==> src/rtl/pcs_pkg.sv <==
package pcs_pkg;
  typedef enum logic [2:0] {
    ST_IDLE    = 3'd0,
    ST_PUSH_LO = 3'd1,
    ST_PUSH_HI = 3'd2,
    ST_POP_HI  = 3'd3,
    ST_POP_LO  = 3'd4
  } stk_state_e;
endpackage

==> src/rtl/pcs_pc_core.sv <==
module pcs_pc_core #(
  parameter int PC_W   = 14,
  parameter int PAGE_W = 8
) (
  input  logic            clk,
  input  logic            rst_n,
  input  logic            load_i,
  input  logic [PC_W-1:0] load_addr_i,
  input  logic            adv_i,
  input  logic            two_byte_i,
  input  logic            xpage_i,
  output logic [PC_W-1:0] pc_o,
  output logic [PC_W-1:0] next_seq_o
);
  localparam int UP_W = PC_W - PAGE_W;

  logic [PAGE_W-1:0] off_q, off_step;
  logic [UP_W-1:0]   page_q;

  assign off_step   = off_q + (two_byte_i ? PAGE_W'(2) : PAGE_W'(1));
  assign next_seq_o = {page_q, off_step};
  assign pc_o       = {page_q, off_q};

  always_ff @(posedge clk) begin
    if (!rst_n) begin
      off_q  <= '0;
      page_q <= '0;
    end else if (load_i) begin
      off_q  <= load_addr_i[PAGE_W-1:0];
      page_q <= load_addr_i[PC_W-1:PAGE_W];
    end else begin
      if (adv_i)   off_q  <= off_step;
      if (xpage_i) page_q <= page_q + UP_W'(1);
    end
  end

  AST_JUMP_LOAD: assert property (@(posedge clk) disable iff (!rst_n)
    load_i |=> pc_o == $past(load_addr_i));
  AST_PAGE_HOLD: assert property (@(posedge clk) disable iff (!rst_n)
    (!load_i && !xpage_i) |=> pc_o[PC_W-1:PAGE_W] == $past(pc_o[PC_W-1:PAGE_W]));
  AST_XPAGE_STEP: assert property (@(posedge clk) disable iff (!rst_n)
    (!load_i && xpage_i) |=> pc_o[PC_W-1:PAGE_W] == $past(pc_o[PC_W-1:PAGE_W]) + UP_W'(1));
endmodule

==> src/rtl/pcs_stack_ptr.sv <==
module pcs_stack_ptr #(
  parameter int SP_W = 8
) (
  input  logic            clk,
  input  logic            rst_n,
  input  logic            push_done_i,
  input  logic            pop_start_i,
  output logic [SP_W-1:0] sp_o
);
  always_ff @(posedge clk) begin
    if (!rst_n)           sp_o <= '0;
    else if (push_done_i) sp_o <= sp_o + SP_W'(2);
    else if (pop_start_i) sp_o <= sp_o - SP_W'(2);
  end

  AST_SP_PUSH_STEP: assert property (@(posedge clk) disable iff (!rst_n)
    push_done_i |=> sp_o == $past(sp_o) + SP_W'(2));
  AST_SP_POP_STEP: assert property (@(posedge clk) disable iff (!rst_n)
    (pop_start_i && !push_done_i) |=> sp_o == $past(sp_o) - SP_W'(2));
endmodule

==> src/rtl/pcs_frame_fsm.sv <==
module pcs_frame_fsm
  import pcs_pkg::*;
#(
  parameter int DATA_W = 8,
  parameter int SP_W   = 8
) (
  input  logic              clk,
  input  logic              rst_n,
  input  logic              push_req_i,
  input  logic              pop_req_i,
  input  logic              pop_flags_i,
  input  logic [2*DATA_W-1:0] frame_i,
  input  logic [SP_W-1:0]   sp_i,
  output logic              busy_o,
  output logic              push_done_o,
  output logic              pop_done_o,
  output logic              pop_flags_o,
  output logic [2*DATA_W-1:0] pop_frame_o,
  output logic [SP_W-1:0]   ram_addr_o,
  output logic [DATA_W-1:0] ram_wdata_o,
  output logic              ram_we_o,
  output logic              ram_re_o,
  input  logic [DATA_W-1:0] ram_rdata_i
);
  stk_state_e          state_q;
  logic [2*DATA_W-1:0] frame_q;
  logic [DATA_W-1:0]   hi_q;
  logic                flags_q;

  always_ff @(posedge clk) begin
    if (!rst_n) begin
      state_q <= ST_IDLE;
      frame_q <= '0;
      hi_q    <= '0;
      flags_q <= 1'b0;
    end else begin
      unique case (state_q)
        ST_IDLE: begin
          if (push_req_i) begin
            frame_q <= frame_i;
            state_q <= ST_PUSH_LO;
          end else if (pop_req_i) begin
            flags_q <= pop_flags_i;
            state_q <= ST_POP_HI;
          end
        end
        ST_PUSH_LO: state_q <= ST_PUSH_HI;
        ST_PUSH_HI: state_q <= ST_IDLE;
        ST_POP_HI: begin
          hi_q    <= ram_rdata_i;
          state_q <= ST_POP_LO;
        end
        ST_POP_LO: state_q <= ST_IDLE;
        default:   state_q <= ST_IDLE;
      endcase
    end
  end

  always_comb begin
    ram_addr_o  = sp_i;
    ram_wdata_o = frame_q[DATA_W-1:0];
    ram_we_o    = 1'b0;
    ram_re_o    = 1'b0;
    unique case (state_q)
      ST_PUSH_LO: ram_we_o = 1'b1;
      ST_PUSH_HI: begin
        ram_we_o    = 1'b1;
        ram_addr_o  = sp_i + SP_W'(1);
        ram_wdata_o = frame_q[2*DATA_W-1:DATA_W];
      end
      ST_POP_HI: begin
        ram_re_o   = 1'b1;
        ram_addr_o = sp_i + SP_W'(1);
      end
      ST_POP_LO: ram_re_o = 1'b1;
      default: ;
    endcase
  end

  assign busy_o      = (state_q != ST_IDLE);
  assign push_done_o = (state_q == ST_PUSH_HI);
  assign pop_done_o  = (state_q == ST_POP_LO);
  assign pop_flags_o = flags_q;
  assign pop_frame_o = {hi_q, ram_rdata_i};

  AST_BUSY_RISE_HOLD: assert property (@(posedge clk) disable iff (!rst_n)
    $rose(busy_o) |=> busy_o);
  AST_BUSY_TWO_CYCLES: assert property (@(posedge clk) disable iff (!rst_n)
    (busy_o && $past(busy_o)) |=> !busy_o);
  AST_WE_RE_EXCL: assert property (@(posedge clk) disable iff (!rst_n)
    !(ram_we_o && ram_re_o));
  AST_PUSH_ORDER: assert property (@(posedge clk) disable iff (!rst_n)
    $rose(ram_we_o) |=> ram_we_o && ram_addr_o == $past(ram_addr_o) + SP_W'(1));
  AST_POP_ORDER: assert property (@(posedge clk) disable iff (!rst_n)
    $rose(ram_re_o) |=> ram_re_o && ram_addr_o == $past(ram_addr_o) - SP_W'(1));
endmodule

==> src/rtl/pcs_paged_pc.sv <==
module pcs_paged_pc #(
  parameter int  PC_W   = 14,
  parameter int  PAGE_W = 8,
  parameter int  SP_W   = 8,
  localparam int DATA_W = (PC_W + 2) / 2
) (
  input  logic              clk,
  input  logic              rst_n,
  input  logic              adv_i,
  input  logic              two_byte_i,
  input  logic              xpage_i,
  input  logic              jump_i,
  input  logic              call_i,
  input  logic              intack_i,
  input  logic              ret_i,
  input  logic              reti_i,
  input  logic [PC_W-1:0]   target_i,
  input  logic              carry_i,
  input  logic              zero_i,
  output logic [PC_W-1:0]   pc_o,
  output logic              busy_o,
  output logic              carry_o,
  output logic              zero_o,
  output logic              flags_ld_o,
  output logic [SP_W-1:0]   ram_addr_o,
  output logic [DATA_W-1:0] ram_wdata_o,
  output logic              ram_we_o,
  output logic              ram_re_o,
  input  logic [DATA_W-1:0] ram_rdata_i
);
  localparam int FRAME_W = 2 * DATA_W;

  logic              idle, acc_int, acc_call, acc_push, acc_pop, acc_jump, seq_ok;
  logic              pc_load, push_done, pop_done, pop_flags;
  logic [PC_W-1:0]   pc_next_seq, load_addr;
  logic [FRAME_W-1:0] frame_in, pop_frame;
  logic [SP_W-1:0]   sp;

  // Request acceptance in fixed priority order, only while idle.
  assign idle     = !busy_o;
  assign acc_int  = idle && intack_i;
  assign acc_call = idle && call_i && !intack_i;
  assign acc_push = acc_int || acc_call;
  assign acc_pop  = idle && !intack_i && !call_i && (ret_i || reti_i);
  assign acc_jump = idle && jump_i && !intack_i && !call_i && !ret_i && !reti_i;
  assign seq_ok   = idle && !intack_i && !call_i && !ret_i && !reti_i;

  assign pc_load   = acc_push || acc_jump || pop_done;
  assign load_addr = pop_done ? pop_frame[PC_W-1:0] : target_i;
  assign frame_in  = {carry_i, zero_i, (acc_int ? pc_o : pc_next_seq)};

  pcs_pc_core #(.PC_W(PC_W), .PAGE_W(PAGE_W)) u_pc (
    .clk         (clk),
    .rst_n       (rst_n),
    .load_i      (pc_load),
    .load_addr_i (load_addr),
    .adv_i       (seq_ok && adv_i),
    .two_byte_i  (two_byte_i),
    .xpage_i     (seq_ok && xpage_i),
    .pc_o        (pc_o),
    .next_seq_o  (pc_next_seq)
  );

  pcs_stack_ptr #(.SP_W(SP_W)) u_sp (
    .clk         (clk),
    .rst_n       (rst_n),
    .push_done_i (push_done),
    .pop_start_i (acc_pop),
    .sp_o        (sp)
  );

  pcs_frame_fsm #(.DATA_W(DATA_W), .SP_W(SP_W)) u_fsm (
    .clk         (clk),
    .rst_n       (rst_n),
    .push_req_i  (acc_push),
    .pop_req_i   (acc_pop),
    .pop_flags_i (reti_i),
    .frame_i     (frame_in),
    .sp_i        (sp),
    .busy_o      (busy_o),
    .push_done_o (push_done),
    .pop_done_o  (pop_done),
    .pop_flags_o (pop_flags),
    .pop_frame_o (pop_frame),
    .ram_addr_o  (ram_addr_o),
    .ram_wdata_o (ram_wdata_o),
    .ram_we_o    (ram_we_o),
    .ram_re_o    (ram_re_o),
    .ram_rdata_i (ram_rdata_i)
  );

  always_ff @(posedge clk) begin
    if (!rst_n) begin
      carry_o    <= 1'b0;
      zero_o     <= 1'b0;
      flags_ld_o <= 1'b0;
    end else begin
      flags_ld_o <= pop_done && pop_flags;
      if (pop_done && pop_flags) begin
        carry_o <= pop_frame[FRAME_W-1];
        zero_o  <= pop_frame[FRAME_W-2];
      end
    end
  end

  AST_FLAGS_ONLY_ON_LOAD: assert property (@(posedge clk) disable iff (!rst_n)
    !flags_ld_o |-> $stable({carry_o, zero_o}));
  AST_PULSE_ONE_CYCLE: assert property (@(posedge clk) disable iff (!rst_n)
    flags_ld_o |=> !flags_ld_o);
  AST_HOLD_WHILE_BUSY: assert property (@(posedge clk) disable iff (!rst_n)
    (busy_o && !pop_done) |=> pc_o == $past(pc_o));
endmodule

==> config.mk <==
export PLATFORM = sky130hd
export DESIGN_NAME = pcs_paged_pc
export DESIGN_NICKNAME = d
export VERILOG_FILES = /design/src/rtl/pcs_pkg.sv /design/src/rtl/pcs_pc_core.sv /design/src/rtl/pcs_stack_ptr.sv /design/src/rtl/pcs_frame_fsm.sv /design/src/rtl/pcs_paged_pc.sv
export SDC_FILE = /design/constraint.sdc
export NUM_CORES = 1
export LEC_CHECK = 0
export BUFFER_PORTS_ARGS = -buffer_cell sky130_fd_sc_hd__buf_2
export CORE_MARGIN = 2
export CORE_UTILIZATION = 49
export CTS_CLUSTER_SIZE = 30
export DETAILED_ROUTE_END_ITERATION = 7
export GPL_TIMING_DRIVEN = 1
export PLACE_DENSITY = 0.84
export SLEW_MARGIN = 20
export SYNTH_ARGS = -nofsm -noshare
export SYNTH_HDL_FRONTEND = slang
export SYNTH_SLANG_ARGS = --single-unit
==> constraint.sdc <==
create_clock -name clk -period 2.5 [get_ports clk]
set_input_delay 0.5 -clock clk [delete_from_list [all_inputs] [get_ports clk]]
set_output_delay 0.5 -clock clk [all_outputs]
set_load 0.1 [all_outputs]
==> reports/results.tsv, run 1 <==
stage	metric	value	unit
status	status	completed	
floorplan	floorplan core area	5921	um^2
synthesis	Yosys top cell area share	34.72	%
setup_path	critical path class	register to output port	
synthesis	Synth Warn #	0	
placement	dpl ws	0.2931	ns
sta	Slew Limit Headroom	58.67	%
clocking	hold_buf cts	0	
min_path	worst hold start	zero_i	
sta	fin worst setup slack	0.1181	ns
clocking	CTS root buffer	clkbuf_8	
synthesis	ys flop type	dfxtp_1	
cells_and_area	ant diodes	0	
sta	max-slew violation count	0	
cells_and_area	Final Cell Area	3497	um^2
global_routing	GRT Total Usage	23.54	%
setup_path	CP Capture Type	output port	
power_and_ir_drop	worst-case vdd ir drop	377.5	uV
global_routing	number of global-route vias before repair	2501	
placement	DPL Wire Length	5616	um
synthesis	post-synthesis cell area	2998	um^2
synthesis	number of synthesized flops with an enable pin	0	
setup_path	crit path launch type	register	
sta	post-route minimum period	2.382	ns
global_routing	number of antenna violations at the first check in global routing	0	
synthesis	Post-Syn Nets	394	
cells_and_area	Area growth, synth to finish	16.65	%
setup_path	Worst Reg-to-Reg Cells	8	
min_path	HP Class	input port to register	
sta	Hold Fails Final Rpt	0	
sta	RSZ-0062 raised after global routing	false	
sta	clock skew	0.004695	ns
clocking	CTS sink count	52	
setup_path	critical path cell sequence	buf_4 -> nor2b_1 -> buf_4 -> nand2_1 -> nand2b_2 -> buf_12	
routing	Avg Vias per Cell	5.786	
routing	Detailed Route WL	7576	um
global_routing	largest net degree at the start of global routing	22	
clocking	Reg clk slew, reported paths	0.10	ns
synthesis	synth cell count leaders	dfxtp_1 (52), nand2_1 (44), a21oi_1 (39)	
synthesis	Async S/R FF share, synth	0	%
power_and_ir_drop	power consumption	2.799	mW
synthesis	Syn Area/Cell	8.565	um^2
placement	Placed Area	3382	um^2
global_routing	first-pass GRT wire length	12170	um
clocking	CTS Buf Count	5	
synthesis	post-synthesis cell type count	54	
synthesis	most numerous cell in the Yosys netlist	dfxtp_1	
synthesis	post-synth top area cell	dfxtp_1	
setup_path	CP bufs+invs	3	
setup_path	largest delay contributor family on the critical path	simple AND/OR/NAND/NOR gates	
sta	Setup violations, final	0	
global_routing	GRT overflow	0	
routing	first-pass iteration count of the detailed router	6	
run	maxcap violations	0	
floorplan	Initial Util	50.63	%
routing	ANT nets after route	0	
setup_path	max incr delay on CP	0.35	ns
setup_path	r2r startpoint	u_fsm.state_q[1]	
setup_path	RR Endpoint	u_sp.sp_o[7]	
sta	Final Cycle Share	95.28	%
routing	vias	2812	
synthesis	Syn Inst Count	350	
synthesis	register area share after synthesis	34.72	%
routing	WL per Instance	15.59	um
floorplan	die height	82.22	um
sta	setup TNS	0	ns
routing	DR iter-0 viols	207	
routing	detailed-route DRC error count	0	
setup_path	Crit Path Max Fanout	10	
clocking	Max clock buf depth	2	
power_and_ir_drop	Pleak	1.509	nW
sta	worst slew pin tran	0.6179	ns
placement	routability congestion estimate from global placement	0.8753	
clocking	CTS tree	built	
min_path	WHS Endpoint	u_fsm.frame_q[14]	
cells_and_area	Post-layout nets	454	
clocking	clk_lat worst skew	0.31	ns
sta	Fmax	0.4198	GHz
floorplan	DIE AREA	6760	um^2
clocking	CTS resizes	0	
clocking	H-tree depth	2	
placement	placed cell count	478	
power_and_ir_drop	Cell Pwr Density	800.3	nW/um^2
setup_path	most used cell, CP	buf_4	
cells_and_area	Layout Cells excl Fill	486	
cells_and_area	layout cell share with drive strength beyond 1	27.98	%
setup_path	CP arrival	1.88	ns
min_path	worst hold stages	3	
setup_path	slowest cell on the critical path	dfxtp_1	
clocking	post-CTS setup buffers	0	
synthesis	post-synthesis sequential element count	52	
synthesis	most area-consuming cells after synthesis	dfxtp_1 (35%), a21oi_1 (6.5%), mux2_2 (6.4%)	
floorplan	row count	28	
placement	# port buffers	69	
setup_path	reg2reg setup slack	0.25	ns
floorplan	Die X	82.22	um
floorplan	IO Pins	70	
setup_path	Critical Path RT	2.00	ns
-- report_power, final --
part / internal (mW) / switching, mW / leakage [nW] / total [mW]
logic: 0.313 / 0.897 / 1.03 / 1.21
registers: 0.911 / 0.0728 / 0.426 / 0.984
clock network: 0.302 / 0.303 / 0.0548 / 0.605
total: 1.53 / 1.27 / 1.51 / 2.80
-- worst max path at each step --
stage,startpoint,to,slack (ns),cells past startpoint
CTS,u_fsm.state_q[1],ram_wdata_o[3],0.14,4
finish,u_fsm.state_q[1],ram_re_o,0.12,6
detailed placement,u_fsm.state_q[1],u_sp.sp_o[7],0.29,8
global placement,two_byte_i,u_pc.off_q[6],0.35,9
global route,u_fsm.state_q[1],ram_wdata_o[3],0.04,4
floorplan,u_fsm.state_q[2],u_sp.sp_o[7],0.05,10
-- flip-flops by register name, summed over array words and instances (netlist names) --
signal and cells:
u_fsm.frame_q 16, u_fsm.hi_q 8, u_pc.off_q 8, u_sp.sp_o 7, u_pc.page_q 6, u_fsm.state_q 3
carry_o 1, flags_ld_o 1, u_fsm.pop_flags_o 1, zero_o 1
-- per-stage QoR --
stage	util (%)	hold WS (ns)
global placement	57.12	0.4384
CTS	59.07	0.4175
floorplan	-	0.4329
global route	59.07	0.4335
detailed placement	57.12	0.4471
finish	59.07	0.4169
-- routing by layer --
metal  GRT usage, %  vias to the layer above  part of all wire, %
met3          4.457                       21                  8.5
met4          8.833                        0                  2.3
li1               -                     1368                    -
met2          35.48                      149                   46
met5              0                        -                    0
met1          33.29                     1274                   43
-- cell usage in the layout (no fill, tap or decap), types with 3 or more instances in the layout --
master     n
o22ai_1    5
xor2_1     3
nor2b_1    5
o21a_1     3
o31a_1     3
o21ai_0   18
or3_1      3
clkbuf_8   5
a21oi_1   39
xnor2_1    6
nor3_1     3
dfxtp_1   51
a31oi_1    5
ha_1       8
buf_2     67
a211oi_1   4
nor3b_1    4
inv_1     10
buf_4     10
nand2_1   44
mux2i_1   10
nand3_1   17
nor2_1    26
mux2_2    17
-- layout make-up --
| type | instances | area, um^2 |
|---|---|---|
| fill | 524 | 2424 |
| multi-input combinational | 262 | 1758 |
| sequential | 52 | 1042 |
| timing repair buffer | 79 | 450.4 |
| tap | 75 | 93.84 |
| clock buffer | 5 | 68.82 |
| clock inverter | 3 | 46.29 |
| inverter | 10 | 37.54 |
-- logic make-up (layout without fill, tap and decap cells) --
kind of cell,count (synthesis),after routing,synth area share (%)
compound gates,95,95,20.03
xor+xnor,9,9,2.630
fa+ha+maj,10,10,4.675
buf+inv,36,97,6.803
flops,52,52,34.72
mux,28,28,10.23
simple gates,120,120,20.91
-- worst register-to-register path, cell delays in order (launching register included) --
cell	delay (ns)
dfxtp_1	0.35
nor3b_1	0.29
inv_1	0.17
ha_1	0.35
nor2b_1	0.17
o31a_1	0.27
o31a_1	0.24
a21oi_1	0.15
mux2i_1	0.19
No activity file was read; power rests on OpenSTA's default activity.
==> run 2, diff against run 1 <==
- CORE_UTILIZATION: 49 -> 55
- PLACE_DENSITY: 0.84 -> 0.87
- SYNTH_HIERARCHICAL: not set -> 1
- clock period: 2.5 -> 3 ns (I/O delays scaled with it)
==> reports/results.tsv, run 2 <==
stage	metric	value	unit	change
global_routing	GRT overflow	0		unchanged
setup_path	Critical Path RT	2.40	ns	+0.40 ns
sta	max-slew violation count	0		unchanged
setup_path	CP Capture Type	output port		
synthesis	post-synthesis cell area	3351	um^2	+12%
clocking	CTS resizes	0		unchanged
routing	WL per Instance	15.07	um	-3.3%
synthesis	post-synthesis sequential element count	52		unchanged
setup_path	crit path launch type	register		
power_and_ir_drop	Pleak	1.650	nW	+9.3%
sta	Hold Fails Final Rpt	0		unchanged
cells_and_area	Final Cell Area	3807	um^2	+8.9%
sta	worst slew pin tran	0.6679	ns	+0.05003 ns
routing	detailed-route DRC error count	0		unchanged
placement	routability congestion estimate from global placement	0.9250		+5.7%
clocking	Max clock buf depth	2		unchanged
sta	Setup violations, final	0		unchanged
clocking	H-tree depth	2		unchanged
floorplan	die height	82.05	um	-0.21%
cells_and_area	Final Util	64.31	%	+5.2 points
setup_path	reg2reg setup slack	0.45	ns	+0.20 ns
floorplan	Die X	82.05	um	-0.21%
cells_and_area	largest registers	u_fsm/frame_q (16), u_fsm/hi_q (8), u_pc/off_q (8)		
synthesis	Syn Area/Cell	8.749	um^2	+2.1%
floorplan	floorplan core area	5921	um^2	unchanged
status	status	completed		
synthesis	Async S/R FF share, synth	0	%	unchanged
floorplan	DIE AREA	6732	um^2	-0.41%
sta	clock skew	0.009545	ns	+0.004849 ns
sta	Slew Limit Headroom	55.41	%	-3.3 points
synthesis	Synth Warn #	6		+6
clocking	CTS root buffer	clkbuf_8		
synthesis	synth cell count leaders	dfxtp_1 (52), nand2_1 (50), a21oi_1 (41)		
floorplan	IO Pins	70		unchanged
routing	first-pass iteration count of the detailed router	4		-2
power_and_ir_drop	Cell Pwr Density	1025	nW/um^2	+28%
cells_and_area	ant diodes	0		unchanged
clocking	clk_lat worst skew	0.30	ns	about the same
placement	DPL Wire Length	5617	um	about the same
synthesis	Syn Inst Count	383		+9.4%
cells_and_area	max reg flops	16		unchanged
power_and_ir_drop	worst-case vdd ir drop	652.6	uV	+73%
cells_and_area	commonest non-fill, non-tap cell in the layout	buf_2		
routing	vias	2857		+1.6%
sta	post-route minimum period	2.626	ns	
cells_and_area	Post-layout nets	475		+4.6%
placement	Placed Area	3715	um^2	+9.8%
sta	Fmax	0.3808	GHz	
global_routing	largest net degree at the start of global routing	29		+32%
synthesis	most area-consuming cells after synthesis	dfxtp_1 (31%), mux2_2 (9.1%), a21oi_1 (6.1%)		
sta	Final Cycle Share	87.55	%	
clocking	post-CTS setup buffers	0		unchanged
cells_and_area	commonest cells after routing, fill and taps aside	buf_2 (61), dfxtp_1 (52), nand2_1 (50)		
setup_path	Worst Reg-to-Reg Cells	8		unchanged
synthesis	register area share after synthesis	31.07	%	-3.7 points
placement	# port buffers	69		unchanged
setup_path	CP Capture Point	ram_wdata_o[4]		
synthesis	post-synthesis cell type count	57		+5.6%
min_path	HP Class	register to register		
clocking	CTS Buf Count	5		unchanged
setup_path	CP arrival	2.03	ns	+0.15 ns
cells_and_area	largest reg by FF count	u_fsm/frame_q		
synthesis	number of synthesized flops with an enable pin	0		unchanged
run	maxcap violations	0		unchanged
global_routing	GRT Total Usage	23.45	%	-0.092 points
floorplan	row count	28		unchanged
clocking	hold_buf cts	0		unchanged
clocking	CTS sink count	52		unchanged
synthesis	Post-Syn Nets	428		+8.6%
sta	RSZ-0062 raised after global routing	false		
floorplan	Initial Util	56.59	%	+6.0 points
global_routing	first-pass GRT wire length	12180	um	about the same
sta	setup TNS	0	ns	unchanged
setup_path	CP Launch Point	u_fsm/state_q[1]		
synthesis	ys flop type	dfxtp_1		
global_routing	number of global-route vias before repair	2627		+5.0%
setup_path	RR Endpoint	u_pc/page_q[5]		
cells_and_area	Area growth, synth to finish	13.63	%	
synthesis	Yosys top cell area share	31.07	%	-3.7 points
routing	Detailed Route WL	7624	um	+0.63%
cells_and_area	layout cell share with drive strength beyond 1	30.86	%	+2.9 points
clocking	CTS tree	built		
setup_path	critical path class	register to output port		
global_routing	number of antenna violations at the first check in global routing	0		unchanged
routing	ANT nets after route	0		unchanged
routing	Avg Vias per Cell	5.646		-2.4%
setup_path	r2r startpoint	u_fsm/state_q[0]		
synthesis	most numerous cell in the Yosys netlist	dfxtp_1		
clocking	Reg clk slew, reported paths	0.09	ns	about the same
synthesis	post-synth top area cell	dfxtp_1		
setup_path	Crit Path Max Fanout	12		+2
routing	DR iter-0 viols	200		-3.4%
## run 2: layout make-up
class,count,area (um^2)
Clock inverter,2,10.01
Tap cell,75,93.84
Sequential cell,52,1041
Clock buffer,6,82.58
Multi-Input combinational cell,286,2032
Timing Repair Buffer,75,510.5
Fill cell,461,2113
Inverter,10,37.54
## run 2: how the worst min path moves through the flow
stage | from | end | slack (ns) | cells past startpoint
floorplan | u_fsm/hi_q[6] | u_fsm/hi_q[6] | 0.43 | 2
global placement | u_fsm/frame_q[14] | u_fsm/frame_q[14] | 0.44 | 2
detailed placement | u_fsm/hi_q[6] | u_fsm/hi_q[6] | 0.44 | 2
CTS | u_fsm/frame_q[5] | u_fsm/frame_q[5] | 0.46 | 2
global route | u_fsm/hi_q[1] | u_fsm/hi_q[1] | 0.48 | 2
finish | u_fsm/frame_q[5] | u_fsm/frame_q[5] | 0.46 | 2
## run 2: where the power goes
part           total [mW]  switching [mW]  internal (mW)
registers            1.05           0.211          0.839
logic                2.44            1.68          0.759
clock network       0.414           0.230          0.185
total                3.90            2.12           1.78
## run 2: cells by family after synthesis
logic type / count (synthesis) / synth area share (%)
xor+xnor: 26 / 6.796
compound gates: 70 / 12.66
mux: 41 / 14.75
flops: 52 / 31.07
buf+inv: 45 / 8.439
simple gates: 137 / 21.62
fa+ha+maj: 11 / 4.556
other cells: 1 / 0.1119
## run 2: layer usage
layer  track usage (%)  routed length [um]  up-vias
li1                  -                   -     1403
met1             29.71                3266     1339
met2             41.06                3846      105
met3             3.846                 420       10
met4             6.333                  91        0
met5                 0                   0        -
## run 2: worst max-delay path: stages, from the launching register on
cell	delay, ns
dfxtp_1	0.57
nor3b_1	0.33
buf_4	0.26
mux2_2	0.39
buf_12	0.17
## run 2: metrics by stage
step                      setup slack [ns]  hold WS (ns)  power (mW)  std cells
after global placement              0.5444        0.4373       3.424        498
after global routing                0.2465        0.4821       4.106        506
after detailed placement            0.4535        0.4446       3.477        498
after CTS                           0.3690        0.4580       3.900        506
final                               0.3736        0.4562       3.904        506
after floorplan                    0.02983        0.4319       3.087        383
==> run 3, diff against run 2 <==
- HOLD_SLACK_MARGIN: not set -> 0.15
- PLACE_DENSITY: 0.87 -> 0.8
==> reports/results.tsv, run 3 (same netlist as run 2, synthesis figures left out) <==
stage	metric	value	unit	change
clocking	Reg clk slew, reported paths	0.10	ns	about the same
setup_path	CP Capture Type	output port		
power_and_ir_drop	worst-case vdd ir drop	512.9	uV	-21%
cells_and_area	largest registers	u_fsm/frame_q (16), u_fsm/hi_q (8), u_pc/off_q (8)		
clocking	CTS Buf Count	5		unchanged
placement	dpl ws	0.4688	ns	+0.01527 ns
cells_and_area	Area growth, synth to finish	13.41	%	
sta	clock skew	0.006842	ns	-0.002703 ns
floorplan	IO Pins	70		unchanged
run	maxcap violations	0		unchanged
clocking	clk_lat worst skew	0.31	ns	about the same
clocking	CTS tree	built		
sta	post-route minimum period	2.710	ns	+0.08329 ns
cells_and_area	max reg flops	16		unchanged
routing	WL met2	3584	um	-6.8%
global_routing	GRT Total Usage	23.10	%	-0.35 points
cells_and_area	Register Area	1041	um^2	unchanged
setup_path	largest delay contributor family on the critical path	flip-flops		
setup_path	crit path launch type	register		
placement	DPL Wire Length	5363	um	-4.5%
setup_path	critical path cell sequence	and2b_1 -> mux2_2 -> buf_2		
cells_and_area	Post-layout nets	474		-0.21%
global_routing	GRT overflow	0		unchanged
cells_and_area	largest reg by FF count	u_fsm/frame_q		
power_and_ir_drop	Cell Pwr Density	1022	nW/um^2	-0.31%
cells_and_area	commonest cells after routing, fill and taps aside	buf_2 (61), dfxtp_1 (52), nand2_1 (50)		
setup_path	max incr delay on CP	0.56	ns	about the same
global_routing	largest net degree at the start of global routing	29		unchanged
clocking	CTS root buffer	clkbuf_8		
placement	routability congestion estimate from global placement	0.8953		-3.2%
floorplan	floorplan core area	5921	um^2	unchanged
floorplan	Initial Util	56.59	%	unchanged
sta	worst slew pin tran	0.6754	ns	+0.007549 ns
setup_path	critical path class	register to output port		
cells_and_area	layout cell share with drive strength beyond 1	30.70	%	-0.16 points
clocking	H-tree depth	2		unchanged
clocking	post-CTS setup buffers	0		unchanged
routing	Avg Vias per Cell	5.503		-2.5%
setup_path	CP bufs+invs	1		-1
sta	setup TNS	0	ns	unchanged
min_path	HP Class	register to register		
global_routing	first-pass GRT wire length	12030	um	-1.2%
setup_path	CP arrival	2.11	ns	+0.08 ns
clocking	CTS sink count	52		unchanged
floorplan	row count	28		unchanged
routing	met3 WL	310	um	-26%
floorplan	die height	82.05	um	unchanged
cells_and_area	commonest non-fill, non-tap cell in the layout	buf_2		
clocking	hold_buf cts	0		unchanged
sta	RSZ-0062 raised after global routing	false		
floorplan	DIE AREA	6732	um^2	unchanged
power_and_ir_drop	Pleak	1.634	nW	-0.96%
sta	Slew Limit Headroom	54.91	%	-0.50 points
setup_path	slowest cell on the critical path	dfxtp_1		
routing	ANT nets after route	0		unchanged
placement	# port buffers	69		unchanged
routing	top sig layer	met4		
routing	WL per Instance	14.59	um	-3.2%
sta	max-slew violation count	0		unchanged
cells_and_area	Multi-input gate area	2032	um^2	unchanged
routing	first-pass iteration count of the detailed router	4		unchanged
routing	DR iter-0 viols	147		-27%
routing	vias	2779		-2.7%
sta	Setup violations, final	0		unchanged
global_routing	number of antenna violations at the first check in global routing	0		unchanged
setup_path	Critical Path RT	2.40	ns	about the same
routing	Metal-1 WL	3390	um	+3.8%
sta	Final Cycle Share	90.32	%	+2.8 points
floorplan	Die X	82.05	um	unchanged
sta	Fmax	0.3690	GHz	-3.1%
clocking	Max clock buf depth	2		unchanged
routing	Detailed Route WL	7366	um	-3.4%
setup_path	Crit Path Max Fanout	16		+4
sta	fin worst setup slack	0.2903	ns	-0.08329 ns
global_routing	number of global-route vias before repair	2543		-3.2%
sta	Hold Fails Final Rpt	0		unchanged
cells_and_area	Fillers	499		+8.2%
routing	detailed-route DRC error count	0		unchanged
status	status	completed		
clocking	CTS resizes	0		unchanged
cells_and_area	ant diodes	0		unchanged
[run 3: per-stage QoR]
step / instance area (um^2) / cells / power, mW / hold WS, ns / utilization [%]
2_1_floorplan: 3351 / 383 / 3.087 / 0.4319 / -
3_5_place_dp: 3707 / 497 / 3.463 / 0.4457 / 62.62
4_1_cts: 3800 / 505 / 3.875 / 0.4595 / 64.18
5_1_grt: 3800 / 505 / 4.086 / 0.4823 / 64.18
3_3_place_gp: 3707 / 497 / 3.434 / 0.4395 / 62.62
6_report: 3800 / 505 / 3.884 / 0.4567 / 64.18
[run 3: path summary, 6_finish.rpt]
| kind | startpoint | endpoint | slack [ns] | cells past startpoint |
|---|---|---|---|---|
| hold reg to reg | u_fsm/frame_q[14] | u_fsm/frame_q[14] | 0.46 | 2 |
| setup / recovery | u_fsm/state_q[1] | ram_addr_o[1] | 0.29 | 3 |
| setup reg to reg | u_fsm/state_q[0] | u_pc/off_q[5] | 0.52 | 7 |
| hold / removal | u_fsm/frame_q[14] | u_fsm/frame_q[14] | 0.46 | 2 |
[run 3: area by class of cell]
cell class              count  area share [%]
multi-input cells         286           53.47
repair buffers             74           13.24
clock buffers               5           1.811
flip-flops and latches     52           27.40
clock inverters             3          0.6256
inverters                  10          0.9878
well taps                  75           2.470
[run 3: worst reg2reg max path, delay by kind of cell, from the launching register on]
| family | cells | cell delay (ns) |
|---|---|---|
| simple gates | 4 | 1.46 |
| flops | 1 | 0.53 |
| buf+inv | 1 | 0.15 |
| xor+xnor | 1 | 0.13 |
| compound gates | 1 | 0.08 |
[run 3: per-layer routing]
metal	up-vias	GRT usage (%)
li1	1411	-
met1	1291	31.14
met2	68	38.70
met3	9	3.407
met4	0	5.833
met5	-	0
[run 3: power breakdown]
group	internal (mW)	switching [mW]	total, mW	leakage, nW
Clock	0.166	0.247	0.413	0.0404
Sequential	0.839	0.210	1.05	0.425
Combinational	0.754	1.67	2.42	1.17
